File: src/rtl/dma_bus_pkg.sv
package dma_bus_pkg;

  typedef enum logic [2:0] {
    SQ_IDLE  = 3'd0,
    SQ_REQ   = 3'd1,
    SQ_ADDR  = 3'd2,
    SQ_STRB  = 3'd3,
    SQ_LATCH = 3'd4,
    SQ_REL   = 3'd5
  } seq_state_e;

  // bit 1: upper lane used, bit 0: lower lane used
  function automatic logic [1:0] pick_lanes(input logic wide_bus,
                                            input logic wide_req,
                                            input logic a0);
    if (!wide_bus)   return 2'b01;
    else if (a0)     return 2'b10;
    else if (wide_req) return 2'b11;
    else             return 2'b01;
  endfunction

  function automatic logic bus_owned(input seq_state_e s);
    return (s == SQ_ADDR) || (s == SQ_STRB) || (s == SQ_LATCH);
  endfunction

  function automatic logic data_held(input seq_state_e s);
    return (s == SQ_STRB) || (s == SQ_LATCH);
  endfunction

endpackage

File: src/rtl/dma_bus_fsm.sv
module dma_bus_fsm
  import dma_bus_pkg::*;
#(
  parameter int STROBE_MIN = 2
) (
  input  logic       clk,
  input  logic       rst_n,
  input  logic       xfer_req,
  input  logic       hold_ack,
  input  logic       ready,
  output seq_state_e state,
  output logic       accept,
  output logic       strobe_end
);
  localparam int CNT_W = $clog2(STROBE_MIN + 1);
  localparam logic [CNT_W-1:0] CNT_LAST = CNT_W'(STROBE_MIN - 1);

  seq_state_e       nxt;
  logic [CNT_W-1:0] cnt;
  logic             min_met;

  assign accept     = (state == SQ_IDLE) && xfer_req;
  assign min_met    = (cnt >= CNT_LAST);
  assign strobe_end = (state == SQ_STRB) && min_met && ready;

  always_comb begin
    nxt = state;
    case (state)
      SQ_IDLE:  if (xfer_req) nxt = SQ_REQ;
      SQ_REQ:   if (hold_ack) nxt = SQ_ADDR;
      SQ_ADDR:  nxt = SQ_STRB;
      SQ_STRB:  if (strobe_end) nxt = SQ_LATCH;
      SQ_LATCH: nxt = SQ_REL;
      default:  nxt = SQ_IDLE;
    endcase
  end

  always_ff @(posedge clk or negedge rst_n) begin
    if (!rst_n) begin
      state <= SQ_IDLE;
      cnt   <= '0;
    end else begin
      state <= nxt;
      if (state == SQ_ADDR)
        cnt <= '0;
      else if ((state == SQ_STRB) && !min_met)
        cnt <= cnt + 1'b1;
    end
  end

endmodule

File: src/rtl/dma_bus_req_hold.sv
module dma_bus_req_hold #(
  parameter int ADDR_W = 24,
  parameter int DATA_W = 16
) (
  input  logic              clk,
  input  logic              rst_n,
  input  logic              accept,
  input  logic              in_write,
  input  logic              in_wide,
  input  logic [ADDR_W-1:0] in_addr,
  input  logic [DATA_W-1:0] in_wdata,
  output logic              q_write,
  output logic              q_wide,
  output logic [ADDR_W-1:0] q_addr,
  output logic [DATA_W-1:0] q_wdata
);
  always_ff @(posedge clk or negedge rst_n) begin
    if (!rst_n) begin
      q_write <= 1'b0;
      q_wide  <= 1'b0;
      q_addr  <= '0;
      q_wdata <= '0;
    end else if (accept) begin
      q_write <= in_write;
      q_wide  <= in_wide;
      q_addr  <= in_addr;
      q_wdata <= in_wdata;
    end
  end
endmodule

File: src/rtl/dma_bus_lanes.sv
module dma_bus_lanes
  import dma_bus_pkg::*;
#(
  parameter int LANE_W     = 8,
  parameter int LOW_ADDR_W = 16,
  localparam int ADDR_W    = LOW_ADDR_W + LANE_W,
  localparam int DATA_W    = 2 * LANE_W
) (
  input  seq_state_e        state,
  input  logic              word_mode,
  input  logic [1:0]        lanes,
  input  logic              q_write,
  input  logic [ADDR_W-1:0] q_addr,
  input  logic [DATA_W-1:0] q_wdata,
  output logic              hold_req,
  output logic              addr_en,
  output logic              addr_stb,
  output logic [LOW_ADDR_W-1:0] addr_lo_o,
  output logic              addr_lo_oe,
  output logic [LANE_W-1:0] ad_hi_o,
  output logic              ad_hi_oe,
  output logic [LANE_W-1:0] dlo_o,
  output logic              dlo_oe,
  output logic              rd_n,
  output logic              wr_n,
  output logic              strobe_oe,
  output logic              ube_n,
  output logic              ube_oe,
  output logic              done
);
  logic             owned, held, addr_ph;
  logic [LANE_W-1:0] hi_wdata;

  assign owned   = bus_owned(state);
  assign held    = data_held(state);
  assign addr_ph = (state == SQ_ADDR);

  assign hi_wdata = (lanes == 2'b11) ? q_wdata[DATA_W-1:LANE_W] : q_wdata[LANE_W-1:0];

  assign hold_req   = (state == SQ_REQ) || owned;
  assign addr_en    = owned;
  assign addr_stb   = addr_ph;
  assign addr_lo_oe = owned;
  assign addr_lo_o  = q_addr[LOW_ADDR_W-1:0];

  assign ad_hi_oe = addr_ph || (held && q_write && lanes[1]);
  assign ad_hi_o  = addr_ph ? q_addr[ADDR_W-1:LOW_ADDR_W] : hi_wdata;
  assign dlo_oe   = held && q_write && lanes[0];
  assign dlo_o    = q_wdata[LANE_W-1:0];

  assign strobe_oe = owned;
  assign rd_n      = !((state == SQ_STRB) && !q_write);
  assign wr_n      = !((state == SQ_STRB) && q_write);

  assign ube_oe = owned && word_mode;
  assign ube_n  = !lanes[1];
  assign done   = (state == SQ_LATCH);
endmodule

File: src/rtl/dma_bus_rcap.sv
module dma_bus_rcap #(
  parameter int LANE_W = 8,
  localparam int DATA_W = 2 * LANE_W
) (
  input  logic              clk,
  input  logic              rst_n,
  input  logic              strobe_end,
  input  logic              q_write,
  input  logic [1:0]        lanes,
  input  logic [LANE_W-1:0] hi_in,
  input  logic [LANE_W-1:0] lo_in,
  output logic [DATA_W-1:0] rdata
);
  function automatic logic [DATA_W-1:0] pack_read(input logic [1:0] ln,
                                                  input logic [LANE_W-1:0] hi,
                                                  input logic [LANE_W-1:0] lo);
    case (ln)
      2'b11:   return {hi, lo};
      2'b10:   return {{LANE_W{1'b0}}, hi};
      default: return {{LANE_W{1'b0}}, lo};
    endcase
  endfunction

  always_ff @(posedge clk or negedge rst_n) begin
    if (!rst_n)
      rdata <= '0;
    else if (strobe_end && !q_write)
      rdata <= pack_read(lanes, hi_in, lo_in);
  end
endmodule

File: src/rtl/dma_bus_seq.sv
module dma_bus_seq
  import dma_bus_pkg::*;
#(
  parameter int LANE_W     = 8,
  parameter int LOW_ADDR_W = 16,
  parameter int STROBE_MIN = 2,
  localparam int ADDR_W    = LOW_ADDR_W + LANE_W,
  localparam int DATA_W    = 2 * LANE_W
) (
  input  logic                  clk,
  input  logic                  rst_n,
  input  logic                  word_mode,
  input  logic                  xfer_req,
  input  logic                  xfer_write,
  input  logic                  xfer_wide,
  input  logic [ADDR_W-1:0]     xfer_addr,
  input  logic [DATA_W-1:0]     xfer_wdata,
  output logic                  hold_req,
  input  logic                  hold_ack,
  input  logic                  ready,
  output logic                  addr_en,
  output logic                  addr_stb,
  output logic [LOW_ADDR_W-1:0] addr_lo_o,
  output logic                  addr_lo_oe,
  output logic [LANE_W-1:0]     ad_hi_o,
  output logic                  ad_hi_oe,
  input  logic [LANE_W-1:0]     ad_hi_i,
  output logic [LANE_W-1:0]     dlo_o,
  output logic                  dlo_oe,
  input  logic [LANE_W-1:0]     dlo_i,
  output logic                  rd_n,
  output logic                  wr_n,
  output logic                  strobe_oe,
  output logic                  ube_n,
  output logic                  ube_oe,
  output logic                  done,
  output logic [DATA_W-1:0]     rdata
);
  seq_state_e        state;
  logic              accept, strobe_end;
  logic              q_write, q_wide;
  logic [ADDR_W-1:0] q_addr;
  logic [DATA_W-1:0] q_wdata;
  logic [1:0]        lanes;

  assign lanes = pick_lanes(word_mode, q_wide, q_addr[0]);

  dma_bus_fsm #(.STROBE_MIN(STROBE_MIN)) u_fsm (
    .clk(clk), .rst_n(rst_n), .xfer_req(xfer_req), .hold_ack(hold_ack),
    .ready(ready), .state(state), .accept(accept), .strobe_end(strobe_end)
  );

  dma_bus_req_hold #(.ADDR_W(ADDR_W), .DATA_W(DATA_W)) u_req (
    .clk(clk), .rst_n(rst_n), .accept(accept),
    .in_write(xfer_write), .in_wide(xfer_wide), .in_addr(xfer_addr), .in_wdata(xfer_wdata),
    .q_write(q_write), .q_wide(q_wide), .q_addr(q_addr), .q_wdata(q_wdata)
  );

  dma_bus_lanes #(.LANE_W(LANE_W), .LOW_ADDR_W(LOW_ADDR_W)) u_lanes (
    .state(state), .word_mode(word_mode), .lanes(lanes), .q_write(q_write),
    .q_addr(q_addr), .q_wdata(q_wdata),
    .hold_req(hold_req), .addr_en(addr_en), .addr_stb(addr_stb),
    .addr_lo_o(addr_lo_o), .addr_lo_oe(addr_lo_oe),
    .ad_hi_o(ad_hi_o), .ad_hi_oe(ad_hi_oe), .dlo_o(dlo_o), .dlo_oe(dlo_oe),
    .rd_n(rd_n), .wr_n(wr_n), .strobe_oe(strobe_oe),
    .ube_n(ube_n), .ube_oe(ube_oe), .done(done)
  );

  dma_bus_rcap #(.LANE_W(LANE_W)) u_rcap (
    .clk(clk), .rst_n(rst_n), .strobe_end(strobe_end), .q_write(q_write),
    .lanes(lanes), .hi_in(ad_hi_i), .lo_in(dlo_i), .rdata(rdata)
  );

endmodule

File: config.mk
export PLATFORM = sky130hd
export DESIGN_NAME = dma_bus_seq
export DESIGN_NICKNAME = d
export VERILOG_FILES = /design/src/rtl/dma_bus_pkg.sv /design/src/rtl/dma_bus_fsm.sv /design/src/rtl/dma_bus_req_hold.sv /design/src/rtl/dma_bus_lanes.sv /design/src/rtl/dma_bus_rcap.sv /design/src/rtl/dma_bus_seq.sv
export SDC_FILE = /design/constraint.sdc
export NUM_CORES = 1
export LEC_CHECK = 0
export ABC_CLOCK_PERIOD_IN_PS = 3050
export CAP_MARGIN = 20
export CORE_UTILIZATION = 47
export CTS_CLUSTER_SIZE = 8
export DETAILED_ROUTE_END_ITERATION = 8
export GPL_ROUTABILITY_DRIVEN = 0
export PLACE_DENSITY = 0.86
export RECOVER_POWER = 25
export SYNTH_ARGS = -nofsm -noshare
export SYNTH_HDL_FRONTEND = slang
export SYNTH_SLANG_ARGS = --single-unit
export TNS_END_PERCENT = 10
File: constraint.sdc
create_clock -name clk -period 3.05 [get_ports clk]
set_input_delay 0.4575 -clock clk [delete_from_list [all_inputs] [get_ports clk]]
set_output_delay 0.4575 -clock clk [all_outputs]
set_load 0.01 [all_outputs]
==> flow_summary.ini, run 1 <==
[detailed_routing]
detail_route.drc_violations = 0
drt_iter0_markers = 80
viasPerCell = 5.05
drt-total-wl_um = 6610
drt_first_pass_iters = 4
detail_route.wl_per_cell_um = 15.3
num_vias = 2187
final_antenna_net_count = 0

[setup_path]
critPathMaxFanout = 9
critPathCaptureType = output port
crit_chain = clkdlybuf4s50_1, and3b_1, a21oi_1, a2bb2oi_1, clkdlybuf4s50_1
setup.worst_path.class = input port to output port
crit_family = buffers and inverters
cp_data_arrival_time_ps = 2300
timing.critical_path.slowest_stage_cell = clkdlybuf4s50_1
worstPathBufferInverterCount = 2
timing.critical_path.mode_cell = clkdlybuf4s50_1
startpoint_type = input port
worst-endpoint-required_ps = 2590
critPathMaxStageDelay_ps = 570

[yosys]
synth_top_cell_by_area = dfrtp_1
dominantRegCellSynth = dfrtp_1
area_share_of_the_largest_cell_type_after_synthesis_pct = 51.0
library_cell_with_the_highest_instance_count_after_synthesis = dfrtp_1
netlist_top_cells_area = dfrtp_1, mux2_2, buf_4, mux2i_1, nand2_1
synth.top_cells.by_count = dfrtp_1, mux2_2, buf_4
synth_cells = 251
synth_warnings = 0
syn_nets = 316
avgSynthCellArea_um2 = 12.3
synth_edf_count = 0
yosysUniqueCellTypes = 34
synth.ff_latch_count = 63
postSynth.asyncResetShare_pct = 100
synth_sequential_area_ratio_pct = 51.0
syn_area_mm2 = 0.00309

[job]
drv.max_cap_violation_count = 1

[floorplan]
die_width_um = 83.1
die-height_um = 83.1
num_io_pins = 124
starting_density_of_the_core_pct = 48.7
design.die.area_mm2 = 0.00691
rows = 29
core_region_area_mm2 = 0.00635

[sta]
report.final.slew_viol_count = 64
final_count_of_negative_setup_slack_endpoints = 0
actual_transition_at_the_worst_max_transition_pin_ps = 1530
final_hold_viol_count = 0
rsz_0062_raised_after_global_routing = false
setup_slack_ps = 289
timing.fmax_ghz = 0.362
worst_slew_margin_rel_pct = -2.24
fin_tns_setup_ps = 0
clock_skew_ps = 6.55
finalCritPeriodShare_pct = 90.5
period_minus_slack_ps = 2760

[clock_tree]
clockBufferDepth = 2
worst_setup_hold_path_clk_slew_ps = 60
cts_root_buffer = clkbuf_8
cts_hold_buffers = 0
postCtsSetupRepairBufs = 0
tritoncts = built
cts_inserted_buffers = 9
cts_resized = 0
cts.sink_count = 63
htree_levels = 3
source_to_sink_clock_delay_at_the_later_pin_of_the_worst_skew_pair_ps = 330

[global_routing]
grt.met3_usage_pct = 5.96
track_usage_pct = 20.4
grt_pass1_wl_um = 11000
first_global_vias = 2284
global_route.usage.met1_pct = 26.0
globalRoute.busiestLayer = met2
grt_max_degree = 64
antenna_found_initial = 0
groute.layer.met2.usage_pct = 32.6
grt_overflow = 0

[power]
max-vdd-ir-drop_mv = 0.616
power_switching_share_pct = 31.7
power_leakage_nw = 1.91
internal-power_mw = 3.12
seq_power_share_pct = 33.9
combinational_share_of_power_pct = 49.1
clkPwrFrac_pct = 17.1
power.density_mw_per_mm2 = 1040
switching_power_mw = 1.45

[layout]
instances_no_fill = 433
nNetsFinal = 417
fill_cells = 471
post_route_cells_drive_above_1_share_pct = 22.5
utilization_pct = 69.0
area_growth_syn_to_layout_pct = 41.7
num_antenna_cells = 0

[status]
status = complete, but fails checks
violations = capacitance limit, slew limit

[placement]
place_ws_ps = 280
placement.io_buffers = 123
dpl.hpwl_um = 4750
dp_cells = 418

[worst_hold_path]
hold_path.class = flip-flop to flip-flop
-- flip-flops by register name (all words and copies together) (netlist names) --
name           cells
u_req.q_write      1
u_fsm.cnt          2
u_req.q_wide       1
u_rcap.rdata      16
u_req.q_addr      24
u_fsm.state        3
u_req.q_wdata     16
-- cells in the final DEF, fill, tap and decap left out --
cell,count
nand2_1,19
ha_1,1
inv_1,13
nor4b_4,1
or2_2,1
and3_1,1
a21oi_1,10
bufinv_16,2
xnor2_1,1
o211ai_1,1
nand3b_4,1
clkbuf_8,10
nand3_1,1
clkinv_2,2
inv_2,1
nand3b_1,3
o21ai_0,4
mux2_1,2
nor2b_1,3
buf_4,4
and3b_1,2
a2bb2oi_1,8
buf_2,1
o22ai_1,1
or4_1,1
a22oi_1,1
mux2_2,54
mux2_4,2
nand2b_1,3
clkbuf_2,1
nor2_1,3
a22o_1,2
or3_1,1
dfrtp_1,63
clkbuf_1,1
mux2i_1,9
clkdlybuf4s50_1,122
-- layout make-up --
type,instances,area (um2),area share (%)
Sequential cell,63,1580,36.0
Timing Repair Buffer,128,1260,28.8
Multi-Input combinational cell,136,1190,27.1
Clock buffer,11,141,3.22
Tap cell,77,96.3,2.20
Clock inverter,4,70.1,1.60
Inverter,14,52.6,1.20
-- logic make-up (layout without fill, tap and decap cells) --
group	Yosys count	count (layout)	synth area share [%]
XOR/XNOR	1	1	0.283
AND/OR/NAND/NOR	40	40	7.60
buffers and inverters	52	157	10.7
multiplexers	67	67	24.3
adder cells (fa/ha/maj)	1	1	0.404
flip-flops	63	63	51.0
AO/OA/AOI/OAI	27	27	5.78
-- stage by stage --
stage / area [um2] / total power [mW] / hold slack, ps
final: 4380 / 4.58 / 487
after global placement: 4180 / 3.75 / 469
after CTS: 4390 / 4.63 / 319
after floorplan: 3090 / 2.92 / 162
after global routing: 4380 / 4.87 / 521
after detailed placement: 4180 / 3.84 / 479
-- path summary, 6_finish.rpt --
path                                       start                 to  slack [ps]  depth (start not counted)
worst max register to register      u_fsm.cnt[0]    u_rcap.rdata[5]         980                          5
min in group asynchronous                  rst_n    u_rcap.rdata[9]         590                          2
worst max-delay path                   word_mode         ad_hi_o[1]         290                          5
max in group asynchronous                  rst_n  u_req.q_wdata[15]        1550                          2
worst min-delay path            u_req.q_addr[10]   u_req.q_addr[10]         490                          1
worst min register to register  u_req.q_addr[10]   u_req.q_addr[10]         490                          1
-- worst reg2reg max path: stages, from the launching register on --
cell      delay [ps]
dfrtp_1          380
inv_1             90
ha_1             250
nand2b_1         160
or3_1            650
mux2_2           420
-- per-layer routing --
layer	vias to the layer above	wire (um)
li1	1042	-
met1	1054	2830
met2	79	3190
met3	12	488
met4	0	102
met5	-	0
-- power by group through the flow --
stage	Clock, mW	Combinational, mW	Sequential, mW
2_1_floorplan	0	1.41	1.51
3_3_place_gp	0	2.21	1.54
6_report	0.781	2.25	1.55
5_1_grt	0.837	2.41	1.61
4_1_cts	0.800	2.28	1.55
3_5_place_dp	0	2.27	1.57
(Power assumes the default switching activity.)
==> run 2: changes to the inputs <==
Settings changed: RECOVER_POWER 25 to 50.
==> run 2 against run 1 <==
Against the previous run: the flow still finishes with violations (capacitance limit, slew limit); first-iteration DRC count grew 15%; setup slack is the same; hold slack lost 6.2 ps; sequential power is essentially flat; critical path type unchanged.
==> flow_summary.ini, run 2 (synthesis results as in run 1) <==
[clock_tree]
source_to_sink_clock_delay_at_the_later_pin_of_the_worst_skew_pair_ps = 330
tritoncts = built
cts.sink_count = 63
postCtsSetupRepairBufs = 0
clockBufferDepth = 2
worst_setup_hold_path_clk_slew_ps = 60
cts_hold_buffers = 0
cts_inserted_buffers = 9
cts_resized = 0
cts_root_buffer = clkbuf_8
htree_levels = 3

[global_routing]
grt_overflow = 0
first_global_vias = 2284
track_usage_pct = 20.4
antenna_found_initial = 0
grt_max_degree = 64
grt_pass1_wl_um = 11000

[detailed_routing]
viasPerCell = 5.07
detail_route.drc_violations = 0
final_antenna_net_count = 0
drt-total-wl_um = 6590
drt_first_pass_iters = 4
detail_route.wl_per_cell_um = 15.2
num_vias = 2194
drt_iter0_markers = 92

[status]
status = complete, but fails checks
violations = capacitance limit, slew limit

[sta]
clock_skew_ps = 6.55
actual_transition_at_the_worst_max_transition_pin_ps = 1530
finalCritPeriodShare_pct = 90.5
period_minus_slack_ps = 2760
timing.fmax_ghz = 0.362
fin_tns_setup_ps = 0
rsz_0062_raised_after_global_routing = false
report.final.slew_viol_count = 64
worst_slew_margin_rel_pct = -2.27
final_hold_viol_count = 0
final_count_of_negative_setup_slack_endpoints = 0

[floorplan]
design.die.area_mm2 = 0.00691
core_region_area_mm2 = 0.00635
die_width_um = 83.1
num_io_pins = 124
rows = 29
die-height_um = 83.1
starting_density_of_the_core_pct = 48.7

[worst_hold_path]
min-delay-start = u_req.q_addr[10]
hold_path.class = flip-flop to flip-flop
endpoint_with_the_worst_hold_slack = u_req.q_addr[10]
worstHoldPathCells = 1

[power]
power_leakage_nw = 1.94
max-vdd-ir-drop_mv = 0.614
power.density_mw_per_mm2 = 1030
power.total_mw = 4.51

[setup_path]
reg2reg_setup_slack_ps = 980
critPathCaptureType = output port
timing.rr.start = u_fsm.cnt[0]
depth_of_the_worst_register_to_register_path = 5
setup.worst_path.class = input port to output port
worst-endpoint-required_ps = 2590
critPathMaxFanout = 9
startpoint_type = input port
cp_data_arrival_time_ps = 2300
worstSetupStartpoint = word_mode
regToRegEndpoint = u_rcap.rdata[5]

[layout]
layout.cells.most_common_list = clkdlybuf4s50_1, dfrtp_1, mux2_2, dlygate4sd3_1, nand2_1
nNetsFinal = 417
final_common_cell = clkdlybuf4s50_1
layout_top_registers = u_req.q_addr (24), u_rcap.rdata (16), u_req.q_wdata (16)
post_route_cells_drive_above_1_share_pct = 22.5
top_register = u_req.q_addr
number_of_flip_flops_under_the_largest_register_name = 24
area_growth_syn_to_layout_pct = 41.7
num_antenna_cells = 0

[placement]
dpl.hpwl_um = 4750
placement.io_buffers = 123

[job]
drv.max_cap_violation_count = 1
## run 2: changes by cell type in the layout (fill, tap and decap cells not counted)
cell	before	now
clkdlybuf4s50_1	122	97
dlygate4sd3_1	0	25
## run 2: cell type report
class / count / area (um2)
clock buffers: 11 / 141
clock inverters: 4 / 70.1
fillers: 471 / 1970
inverters: 14 / 52.6
multi-input cells: 136 / 1190
flip-flops and latches: 63 / 1580
well taps: 77 / 96.3
repair buffers: 128 / 1260
## run 2: layer usage
| layer | GRT usage [%] | vias up | routed length (um) |
|---|---|---|---|
| met3 | 5.96 | 12 | 483 |
| met2 | 32.6 | 79 | 3190 |
| li1 | - | 1048 | - |
| met5 | 0 | - | 0 |
| met1 | 26.0 | 1055 | 2820 |
| met4 | 8.15 | 0 | 102 |
## run 2: critical path: stages
cell and delay, ps:
clkdlybuf4s50_1 560, and3b_1 430, a21oi_1 130, a2bb2oi_1 150, clkdlybuf4s50_1 570
## run 2: how the worst max path moves through the flow
stage | depth (start not counted) | slack [ps] | end
after floorplan | 5 | 1180 | ad_hi_o[5]
after global placement | 5 | 340 | ad_hi_o[5]
after detailed placement | 5 | 280 | ad_hi_o[5]
after CTS | 5 | 280 | ad_hi_o[5]
after global routing | 6 | 110 | ad_hi_o[1]
final | 5 | 290 | ad_hi_o[1]
## run 2: report_power, final
part           leakage, nW  total [mW]  internal (mW)  switching, mW
sequential           0.763        1.54           1.26          0.285
combinational         1.07        2.19           1.33          0.853
clock                0.109       0.781          0.476          0.305
total                 1.94        4.51           3.06           1.44
## run 2: through the flow
stage | hold slack [ps] | instance area, um2 | instances | utilization [%] | worst slack [ps]
finish | 481 | 4380 | 433 | 69.0 | 289
global route | 516 | 4380 | 433 | 69.0 | 106
CTS | 319 | 4390 | 433 | 69.1 | 278
detailed placement | 479 | 4180 | 418 | 65.8 | 280
global placement | 469 | 4180 | 418 | 65.8 | 343
floorplan | 162 | 3090 | 251 | - | 1180
